<file path="src/rtl/fpa_pkg.sv">
package fpa_pkg;

  typedef enum logic [2:0] {
    CLS_ZERO = 3'd0,
    CLS_INF  = 3'd1,
    CLS_NUM  = 3'd2,
    CLS_QNAN = 3'd3,
    CLS_SNAN = 3'd4
  } opclass_e;

  typedef enum logic [1:0] {
    OUT_PASS     = 2'b00,
    OUT_SPECIAL  = 2'b01,
    OUT_SUPPRESS = 2'b10
  } outcome_e;

  localparam logic [1:0] RM_NEAR  = 2'b00;
  localparam logic [1:0] RM_ZERO  = 2'b01;
  localparam logic [1:0] RM_MINUS = 2'b10;
  localparam logic [1:0] RM_PLUS  = 2'b11;

  localparam int NUM_OPS = 2;
  localparam int OP_SRC  = 0;
  localparam int OP_DST  = 1;

endpackage

</file>
<file path="src/rtl/fpa_classify.sv">
module fpa_classify
  import fpa_pkg::*;
#(
  parameter int EXP_W = 15,
  parameter int MAN_W = 64
) (
  input  logic [EXP_W-1:0] exp_i,
  input  logic [MAN_W-1:0] man_i,
  output opclass_e         cls_o
);
  localparam int FRAC_W = MAN_W - 1;

  logic exp_max;
  logic exp_min;
  logic frac_nz;
  logic quiet_bit;
  logic int_bit;

  assign exp_max   = &exp_i;
  assign exp_min   = ~|exp_i;
  assign frac_nz   = |man_i[FRAC_W-1:0];
  assign quiet_bit = man_i[FRAC_W-1];
  assign int_bit   = man_i[MAN_W-1];

  always_comb begin
    if (exp_max) begin
      if (!frac_nz)       cls_o = CLS_INF;
      else if (quiet_bit) cls_o = CLS_QNAN;
      else                cls_o = CLS_SNAN;
    end else if (exp_min && !frac_nz && !int_bit) begin
      cls_o = CLS_ZERO;
    end else begin
      cls_o = CLS_NUM;
    end
  end

endmodule

</file>
<file path="src/rtl/fpa_decide.sv">
module fpa_decide
  import fpa_pkg::*;
#(
  parameter int EXP_W = 15,
  parameter int MAN_W = 64
) (
  input  opclass_e         src_cls_i,
  input  logic             src_sign_i,
  input  logic [EXP_W-1:0] src_exp_i,
  input  logic [MAN_W-1:0] src_man_i,
  input  opclass_e         dst_cls_i,
  input  logic             dst_sign_i,
  input  logic [EXP_W-1:0] dst_exp_i,
  input  logic [MAN_W-1:0] dst_man_i,
  input  logic [1:0]       rnd_mode_i,
  input  logic             snan_en_i,
  output outcome_e         kind_o,
  output logic             r_sign_o,
  output logic [EXP_W-1:0] r_exp_o,
  output logic [MAN_W-1:0] r_man_o,
  output logic             operr_o,
  output logic             snan_o
);
  localparam int QBIT = MAN_W - 2;

  function automatic logic [MAN_W-1:0] quieten(input logic [MAN_W-1:0] m);
    logic [MAN_W-1:0] q;
    q       = m;
    q[QBIT] = 1'b1;
    return q;
  endfunction

  function automatic logic zero_sum_sign(input logic sa, input logic sb,
                                         input logic [1:0] rm);
    if (sa == sb) return sa;
    return (rm == RM_MINUS);
  endfunction

  // Internal events, brought out as named wires
  logic src_nan, dst_nan, any_nan, any_snan;
  logic trap_hit, inf_clash, zero_pair;

  assign src_nan   = (src_cls_i == CLS_QNAN) || (src_cls_i == CLS_SNAN);
  assign dst_nan   = (dst_cls_i == CLS_QNAN) || (dst_cls_i == CLS_SNAN);
  assign any_nan   = src_nan || dst_nan;
  assign any_snan  = (src_cls_i == CLS_SNAN) || (dst_cls_i == CLS_SNAN);
  assign trap_hit  = any_snan && snan_en_i;
  assign inf_clash = (src_cls_i == CLS_INF) && (dst_cls_i == CLS_INF) &&
                     (src_sign_i != dst_sign_i);
  assign zero_pair = (src_cls_i == CLS_ZERO) && (dst_cls_i == CLS_ZERO);

  assign snan_o = any_snan;

  always_comb begin
    kind_o   = OUT_PASS;
    r_sign_o = 1'b0;
    r_exp_o  = '0;
    r_man_o  = '0;
    operr_o  = 1'b0;
    if (trap_hit) begin
      kind_o = OUT_SUPPRESS;
    end else if (any_nan) begin
      kind_o = OUT_SPECIAL;
      if (dst_nan) begin
        r_sign_o = dst_sign_i;
        r_exp_o  = dst_exp_i;
        r_man_o  = quieten(dst_man_i);
      end else begin
        r_sign_o = src_sign_i;
        r_exp_o  = src_exp_i;
        r_man_o  = quieten(src_man_i);
      end
    end else if (inf_clash) begin
      kind_o  = OUT_SPECIAL;
      r_exp_o = '1;
      r_man_o = '1;
      operr_o = 1'b1;
    end else if (dst_cls_i == CLS_INF) begin
      kind_o   = OUT_SPECIAL;
      r_sign_o = dst_sign_i;
      r_exp_o  = dst_exp_i;
      r_man_o  = dst_man_i;
    end else if (src_cls_i == CLS_INF) begin
      kind_o   = OUT_SPECIAL;
      r_sign_o = src_sign_i;
      r_exp_o  = src_exp_i;
      r_man_o  = src_man_i;
    end else if (zero_pair) begin
      kind_o   = OUT_SPECIAL;
      r_sign_o = zero_sum_sign(src_sign_i, dst_sign_i, rnd_mode_i);
    end
  end

  // a NaN input never leaves the add path open
  always_comb begin
    if (any_nan) begin
      nan_not_pass_chk: assert (kind_o != OUT_PASS);
    end
  end

endmodule

</file>
<file path="src/rtl/fpa_special_resolver.sv">
module fpa_special_resolver
  import fpa_pkg::*;
#(
  parameter int EXP_W = 15,
  parameter int MAN_W = 64
) (
  input  logic             clk,
  input  logic             rst_n,
  input  logic             in_valid,
  input  logic             src_sign,
  input  logic [EXP_W-1:0] src_exp,
  input  logic [MAN_W-1:0] src_man,
  input  logic             dst_sign,
  input  logic [EXP_W-1:0] dst_exp,
  input  logic [MAN_W-1:0] dst_man,
  input  logic [1:0]       rnd_mode,
  input  logic             snan_en,
  output logic             out_valid,
  output logic [1:0]       out_kind,
  output logic             res_sign,
  output logic [EXP_W-1:0] res_exp,
  output logic [MAN_W-1:0] res_man,
  output logic             operr,
  output logic             snan_flag
);
  localparam int QBIT = MAN_W - 2;

  logic [NUM_OPS-1:0][EXP_W-1:0] op_exp;
  logic [NUM_OPS-1:0][MAN_W-1:0] op_man;
  opclass_e                      op_cls [NUM_OPS];

  assign op_exp[OP_SRC] = src_exp;
  assign op_exp[OP_DST] = dst_exp;
  assign op_man[OP_SRC] = src_man;
  assign op_man[OP_DST] = dst_man;

  for (genvar g = 0; g < NUM_OPS; g++) begin : g_cls
    fpa_classify #(.EXP_W(EXP_W), .MAN_W(MAN_W)) u_cls (
      .exp_i (op_exp[g]),
      .man_i (op_man[g]),
      .cls_o (op_cls[g])
    );
  end

  outcome_e         nx_kind;
  logic             nx_sign;
  logic [EXP_W-1:0] nx_exp;
  logic [MAN_W-1:0] nx_man;
  logic             nx_operr;
  logic             nx_snan;

  fpa_decide #(.EXP_W(EXP_W), .MAN_W(MAN_W)) u_decide (
    .src_cls_i  (op_cls[OP_SRC]),
    .src_sign_i (src_sign),
    .src_exp_i  (src_exp),
    .src_man_i  (src_man),
    .dst_cls_i  (op_cls[OP_DST]),
    .dst_sign_i (dst_sign),
    .dst_exp_i  (dst_exp),
    .dst_man_i  (dst_man),
    .rnd_mode_i (rnd_mode),
    .snan_en_i  (snan_en),
    .kind_o     (nx_kind),
    .r_sign_o   (nx_sign),
    .r_exp_o    (nx_exp),
    .r_man_o    (nx_man),
    .operr_o    (nx_operr),
    .snan_o     (nx_snan)
  );

  always_ff @(posedge clk) begin
    if (!rst_n) begin
      out_valid <= 1'b0;
      out_kind  <= OUT_PASS;
      res_sign  <= 1'b0;
      res_exp   <= '0;
      res_man   <= '0;
      operr     <= 1'b0;
      snan_flag <= 1'b0;
    end else begin
      out_valid <= in_valid;
      if (in_valid) begin
        out_kind  <= nx_kind;
        res_sign  <= nx_sign;
        res_exp   <= nx_exp;
        res_man   <= nx_man;
        operr     <= nx_operr;
        snan_flag <= nx_snan;
      end
    end
  end


  operr_nan_chk: assert property (@(posedge clk) disable iff (!rst_n)
    operr |-> (out_kind == OUT_SPECIAL) && !res_sign && (&res_exp) && (&res_man));


  suppress_snan_chk: assert property (@(posedge clk) disable iff (!rst_n)
    (out_kind == OUT_SUPPRESS) |-> snan_flag && !operr && (res_exp == '0) && (res_man == '0));


  nan_quiet_chk: assert property (@(posedge clk) disable iff (!rst_n)
    ((out_kind == OUT_SPECIAL) && (&res_exp) && (|res_man[QBIT:0])) |-> res_man[QBIT]);


  pass_clean_chk: assert property (@(posedge clk) disable iff (!rst_n)
    (out_kind == OUT_PASS) |-> !operr && !res_sign && (res_exp == '0) && (res_man == '0));


  hold_chk: assert property (@(posedge clk) disable iff (!rst_n)
    !in_valid |=> $stable(out_kind) && $stable(res_man) && $stable(res_exp) &&
                  $stable(res_sign) && $stable(operr) && $stable(snan_flag));

endmodule

</file>
<file path="config.mk">
export PLATFORM = sky130hd
export DESIGN_NAME = fpa_special_resolver
export DESIGN_NICKNAME = d
export VERILOG_FILES = /design/src/rtl/fpa_pkg.sv /design/src/rtl/fpa_classify.sv /design/src/rtl/fpa_decide.sv /design/src/rtl/fpa_special_resolver.sv
export SDC_FILE = /design/constraint.sdc
export NUM_CORES = 1
export LEC_CHECK = 0
export ABC_CLOCK_PERIOD_IN_PS = 4000
export BUFFER_PORTS_ARGS = -buffer_cell sky130_fd_sc_hd__buf_4
export CORE_ASPECT_RATIO = 1.5
export CORE_UTILIZATION = 50
export DETAILED_ROUTE_END_ITERATION = 6
export GPL_ROUTABILITY_DRIVEN = 0
export PLACE_DENSITY_LB_ADDON = 0.1
export SKIP_CTS_REPAIR_TIMING = 1
export SYNTH_ARGS = -nofsm -noshare
export SYNTH_HDL_FRONTEND = slang
export SYNTH_HIERARCHICAL = 1
export SYNTH_SLANG_ARGS = --single-unit
</file>
<file path="constraint.sdc">
create_clock -name clk -period 4 [get_ports clk]
set_clock_uncertainty 0.15 [all_clocks]
set_input_delay 0.2 -clock clk [delete_from_list [all_inputs] [get_ports clk]]
set_output_delay 0.2 -clock clk [all_outputs]
set_load 0.03 [all_outputs]
</file>
# [Yosys cells after proc, flatten, opt, wreduce, memory -nomap -nowiden]
# Cells that the tools add are included.
[classes] eq_ne=9 mux=45 n_reduce_logical=26
[ops] operator="2-to-1 mux 64 bit" count=6
[ops] operator="OR reduction 63 bit" count=2
[ops] operator="2-to-1 mux 15 bit" count=6
[ops] operator="AND reduction 15 bit" count=2
[ops] operator="OR reduction 15 bit" count=2
[ops] operator="2-to-1 mux 1 bit" count=20
[ops] operator="2-to-1 mux 3 bit" count=6
[ops] operator="2-to-1 mux 2 bit" count=7
[ops] operator="logical AND 1 bit" count=8
[ops] operator="equality test 3 x 1 -> 1 bit, second input constant" count=2
[ops] operator="equality test 3 x 2 -> 1 bit, second input constant" count=2
[ops] operator="equality test 3 bit, second input constant" count=2
[ops] operator="zero test 1 bit" count=6
[ops] operator="zero test 3 bit" count=2
[ops] operator="logical OR 1 bit" count=4
[ops] operator="equality test 2 bit, second input constant" count=1
[ops] operator="equality test 1 bit" count=1
[ops] operator="!= test 1 bit" count=1
[word_totals] register_bits=85 in_bits=166

# [Depth between registers and ports, before layout]
# Gate-level depths: netlist of the first run.
[logic_depth] ltp_word=21 mapped_depth=14

# [Modules after synthesis]
# The synthesis of the first run kept the hierarchy.
[by_module_without_submodules] module="fpa_decide" n_inst=1 cells_per_inst=486 area_per_inst_um2=3304.4 seq_area_each_um2=0.0
[by_module_without_submodules] module="fpa_special_resolver" n_inst=1 cells_per_inst=273 area_per_inst_um2=3254.4 seq_area_each_um2=1701.6
[by_module_without_submodules] module="fpa_classify" n_inst=2 cells_per_inst=36 area_per_inst_um2=245.2 seq_area_each_um2=0.0

# [Worst setup path before layout of the first run]
# OpenSTA, ideal clock, no wires.
[synth_timing] kind="input -> register" start="in src_man[38]" end="reg res_man[43]" setup_ns=0.116 arrival_ns=2.534 required_time_ns=3.734 slack_ns=1.200 stages=13 n_path_buf=3 path_cell_list="nor4_2 > nand4_1 > nor4_2 > a21oi_1 > or3b_1 > a21boi_4 > nand2b_1 > buf_4 > buf_8 > buf_12 > o211ai_2 > mux2i_1 > nor2b_1"
[synth_lines] element="start: declaration" line_no="fpa_special_resolver.sv:12" rtl="input logic [MAN_W-1:0] src_man,"
[synth_lines] element="end signal: assignment" line_no="fpa_special_resolver.sv:86" rtl="res_man <= nx_man;"
[synth_lines] element="end: declaration" line_no="fpa_special_resolver.sv:22" rtl="output logic [MAN_W-1:0] res_man,"

==> results of run 1 <==
synthesized netlist by cell type, types with 2 or more instances:
cell	n	area share (%)
nor4_1	36	3.2
nor4_2	8	1.4
a21o_1	78	8.3
a31oi_1	2	0.18
nor2b_1	90	8.0
a21oi_1	3	0.21
o21ai_0	2	0.14
o211ai_2	20	3.5
buf_4	8	0.85
mux2i_1	162	23
dfxtp_1	85	24
buf_2	20	1.4
buf_1	2	0.11
buf_12	7	2.0
o21a_1	2	0.21
nor3_1	2	0.14
or3b_1	2	0.25
clkbuf_1	40	2.1
nand4_1	16	1.4
o211ai_1	58	6.2
nand2_1	80	4.3
and2_1	4	0.35
buf_8	2	0.43
nor2_1	5	0.27
nand3_1	81	5.8
nand3b_1	2	0.21
metrics by stage:
step	setup slack [ps]	total power [W]	hold slack, ps	cell area (sq um)	std cells
finish	653	0.00206	185	9300	1205
global route	503	0.00212	207	9300	1205
CTS	672	0.00207	181	9300	1205
detailed placement	317	0.00117	355	8990	1189
global placement	371	0.00117	347	8990	1189
floorplan	1200	0.000972	341	7050	831
layout make-up:
class / instances / area, sq um / area share [%]
multi-input combinational: 664 / 4880 / 52.5
timing repair buffer: 276 / 2200 / 23.6
sequential: 85 / 1700 / 18.3
clock buffer: 12 / 236 / 2.54
tap: 162 / 203 / 2.18
clock inverter: 4 / 72.6 / 0.781
inverter: 2 / 7.51 / 0.0808
how the worst min path moves through the flow:
| stage | startpoint | end | slack, ps | depth (start not counted) |
|---|---|---|---|---|
| after floorplan | rst_n | operr | 340 | 2 |
| after global placement | res_exp[3] | res_exp[3] | 350 | 2 |
| after detailed placement | res_man[3] | res_man[3] | 360 | 2 |
| after CTS | src_man[42] | res_man[42] | 180 | 5 |
| after global routing | src_man[48] | res_man[48] | 210 | 5 |
| final | src_man[42] | res_man[42] | 180 | 5 |
cell usage in the layout, fill, tap and decap left out, types with 2 or more instances in the layout:
cell type	n
a31oi_1	2
nand2_1	79
dfxtp_1	85
clkbuf_16	9
o21ai_0	2
nor2b_1	90
nor4_1	36
o211ai_1	58
mux2i_1	162
nand3b_1	2
clkbuf_1	3
o21a_1	2
and2_1	4
nand2_4	2
a21o_1	78
bufinv_16	2
nor4_2	8
buf_12	10
nor3_1	2
nand3_1	81
nand4_1	16
nor2_1	5
o211ai_2	20
buf_4	266
or3b_1	2
a21oi_1	3
flip-flops by register name, summed over array words and instances (netlist names):
register / flops
res_sign: 1
snan_flag: 1
res_exp: 15
out_kind: 2
operr: 1
res_man: 64
out_valid: 1
logic make-up (layout without fill, tap and decap cells):
kind of cell	after synthesis	after routing	synth area share [%]
AO/OA/AOI/OAI	168	168	19.3
flip-flops	85	85	24.1
buffers and inverters	82	294	7.19
multiplexers	162	162	23.0
XOR/XNOR	1	1	0.124
AND/OR/NAND/NOR	332	332	26.1
adder cells (fa/ha/maj)	1	1	0.142
power by group:
| part | internal [W] | leakage [nW] | switching (W) |
|---|---|---|---|
| logic | 0.000160 | 2.84 | 0.000143 |
| clock network | 0.000548 | 0.147 | 0.000359 |
| registers | 0.000846 | 0.684 | 0.000000113 |
| total | 0.00155 | 3.67 | 0.000502 |
routing by layer:
layer	part of all wire [%]	up-vias	global-route usage [%]
met1	40	3454	37.7
met4	4.0	0	14.9
met5	0	-	0
li1	-	3485	-
met3	6.7	60	5.82
met2	50	332	54.1
critical path, stage by stage:
cell      delay [ps]
buf_4            120
nor4_1           510
nand4_1          250
nor4_2           430
a21oi_1          210
or3b_1           540
nand2_4          250
buf_4            330
mux2i_1          220
o211ai_1         100
mux2i_1          180
nor2b_1           60
==> results.toml, run 1 <==
[synth]
ys_ff_latch = 85
seq_area_frac_synth_pct = 24.1
ys_dominant_reg_cell = "dfxtp_1"
synthesis.area_sq_mm = 0.00705
synthArstFlopShare_pct = 0
avgSynthCellArea_sq_um = 8.48
ys_types = 40
netlist_instances = 831
synth_fp_nets = 997
synth_edf_count = 0
yosysWarnings = 6

[clocking]
cts_made_buffers = 9
clk_pin_slew_ps = 70
cts.sinks = 85
cts_buffer_depth = 2
htreeDepth = 3
clockRootBuffer = "clkbuf_16"
clock_latency_ps = 340
cts_tree = "built"

[die]
core_area_sq_mm = 0.0136
die_h_um = 147
initial_core_util_pct = 51.8
row_count = 52
io_pins = 251
die_area_sq_mm = 0.0146
die_width_um = 99.0

[final_layout]
syn2layout_area_growth_pct = 31.9
final_util_pct = 68.4
drive_gt1_share_pct = 31.3
fin_nets = 1204
antennaDiodeCount = 0
final.fill_count = 1196

[setup_path]
crit_path_start_kind = "primary input"
worstReg2RegStart = "out_kind[1]"
critPathKind = "primary input to flop"
startpoint = "dst_man[54]"
crit_required_ps = 4090
arrival_ps = 3440
path_max_fanout = 15
reg2reg_slack_ps = 3170
cp-end-kind = "flop"
endpoint = "res_man[17]"
r2r_cells = 2
worst_r2r_endpoint = "out_kind[1]"

[sta]
final_max_slew_viol_count = 0
hold_viol = 0
tightest_slew_ps = 773
post-route-period-util_pct = 83.7
max_slew_margin_pct = 48.4
fmax_mhz = 299
period_needed_ps = 3350
setup_viol = 0
final.setup.tns_ps = 0
grt_setup_unrepaired = "false"

[detailed_routing]
drtAntennaViolNets = 0
wirelength_mm = 23.4
dr.pass1.iters = 6
drc = 0
wire_per_inst_um = 19.4
drtIter0Drc = 414
vias = 7331
viasPerCell = 6.08

[min_path]
hold_class = "primary input to flop"

[outcome]
outcome = "finished, final reports clean"

[power_and_ir_drop]
power_density_mw_per_mm2 = 221
leakage_nw = 3.67
vdd_drop_max_v = 0.000207

[placed_design]
portBuffers = 250
place_hpwl_mm = 16.6

[global_route]
overflow = 0
grt_pass1_wl_mm = 36.4
grt_pass1_vias = 6999
grt_max_degree = 86
grt_usage_pct = 31.5
grt_antenna_before_repair = 0

[run]
drv_cap = 0
No activity file was read; power rests on OpenSTA's default activity.
==> run 2: changes to the inputs <==
- ABC_CLOCK_PERIOD_IN_PS: 4000 -> 2800
- CORE_UTILIZATION: 50 -> 46
- clock period: 4 -> 2.8 ns (I/O delays scaled with it)
==> run 2 against run 1 <==
- the flow now finishes with violations (negative setup slack)
- global-route usage decreased by 0.068 points
- first-iteration DRC count increased by 8.5%
- critical path depth increased by 3
- setup slack got worse by 700 ps
- critical endpoint is now res_man[50]
- largest power group unchanged
- highest routed layer unchanged
==> results.toml, run 2 (synthesis results as in run 1) <==
[outcome]
violations = "negative setup slack"
outcome = "finished, violations left"

[sta]
setup_viol = 3
max_slew_margin_pct = 49.2
period_needed_ps = 2850
tightest_slew_ps = 763
post-route-period-util_pct = 102
grt_setup_unrepaired = "true"
hold_viol = 0
final_max_slew_viol_count = 0
worst_slack_ps = -45.8
fmax_mhz = 351

[global_route]
grt_usage_pct = 31.4
grt_pass1_vias = 7791
grt_antenna_before_repair = 0
overflow = 0
grt_max_degree = 86
grt_pass1_wl_mm = 39.0

[final_layout]
regMostFlops = "res_man"
largest_reg_flops = 64
top_regs = "res_man x64, res_exp x15, out_kind x2"
fin_area_sq_mm = 0.0115
final.fill_count = 1103
antennaDiodeCount = 0
drive_gt1_share_pct = 44.1
syn2layout_area_growth_pct = 63.1
final_cell_mix = "410 x buf_4, 159 x mux2i_1, 89 x nor2b_1"
instances_no_fill = 1436
fin_nets = 1398
final_common_cell = "buf_4"
final_util_pct = 76.6

[run]
drv_cap = 0

[die]
initial_core_util_pct = 47.0
core_area_sq_mm = 0.0150
io_pins = 251
row_count = 55
die_area_sq_mm = 0.0158
die_h_um = 154
die_width_um = 103

[detailed_routing]
dr.pass1.iters = 7
vias = 8330
drtIter0Drc = 449
wirelength_mm = 27.4
viasPerCell = 5.80
wire_per_inst_um = 19.1
drc = 0
drtAntennaViolNets = 0

[setup_path]
reg2reg_slack_ps = 1980
crit_top_cell = "buf_4"
critPathMaxStageDelay_ps = 490
critPathKind = "primary input to flop"
critPathSlowestCell = "or3b_4"
cpLargestDelayFamily = "simple AND/OR/NAND/NOR gates"
crit_path_start_kind = "primary input"
path_max_fanout = 6
cp-end-kind = "flop"
crit_required_ps = 2890
arrival_ps = 2930
crit_buf_inv = 5
path_cells = "buf_4, nor4_2, buf_4, nand4_1, buf_4, nor4_4, a21oi_2, or3b_4, nand2_8, buf_4, buf_8, mux2i_1, o211ai_2, mux2i_1, nor2b_1"

[clocking]
cts_buffer_depth = 2
clock_latency_ps = 340
cts_made_buffers = 9
clk_pin_slew_ps = 70
htreeDepth = 3
cts_tree = "built"
clockRootBuffer = "clkbuf_16"
cts.sinks = 85

[power_and_ir_drop]
power_density_mw_per_mm2 = 263
leakage_nw = 4.83
vdd_drop_max_v = 0.000241

[placed_design]
portBuffers = 250
place_hpwl_mm = 18.8
place_area_sq_mm = 0.0105
place_inst = 1395

[min_path]
hold_class = "primary input to flop"
-- run 2: worst paths after layout --
| check | end | cells after the start | startpoint |
|---|---|---|---|
| max | res_man[50] | 15 | dst_man[12] |
| min | res_man[47] | 5 | src_man[47] |
| max reg2reg | res_man[39] | 2 | res_man[39] |
| min reg2reg | res_man[33] | 2 | res_man[33] |
-- run 2: per-layer routing --
layer	vias up	track usage (%)	share of wire [%]
li1	3884	-	-
met1	3931	36.8	38
met2	434	54.7	50
met3	81	5.59	7.7
met4	0	13.7	4.2
met5	-	0	0
-- run 2: layout make-up --
cell class	count	area [sq um]	share of cell area [%]
Multi-Input combinational cell	665	5090	44.3
Timing Repair Buffer	469	4150	36.1
Sequential cell	85	1700	14.8
Tap cell	199	249	2.17
Clock buffer	11	233	2.02
Clock inverter	5	61.3	0.533
Inverter	2	7.51	0.0653
-- run 2: report_power, final --
| group | total (W) | internal, W | switching, W |
|---|---|---|---|
| clock | 0.00123 | 0.000695 | 0.000536 |
| combinational | 0.000589 | 0.000341 | 0.000248 |
| sequential | 0.00121 | 0.00121 | 0.000000188 |
| total | 0.00303 | 0.00224 | 0.000784 |
-- run 2: stage by stage --
step	total power, W	setup slack (ps)	setup TNS, ps	hold slack, ps
floorplan	0.00139	60.3	0	281
global placement	0.00179	-464	-33770	349
detailed placement	0.00179	-493	-35920	354
CTS	0.00302	-173	-8030	123
global route	0.00314	-177	-6850	145
finish	0.00303	-45.8	-72.2	134
-- run 2: worst register-to-register path: stages, from the launching register on --
cell	delay (ps)
dfxtp_1	410
mux2i_1	100
nor2b_1	100
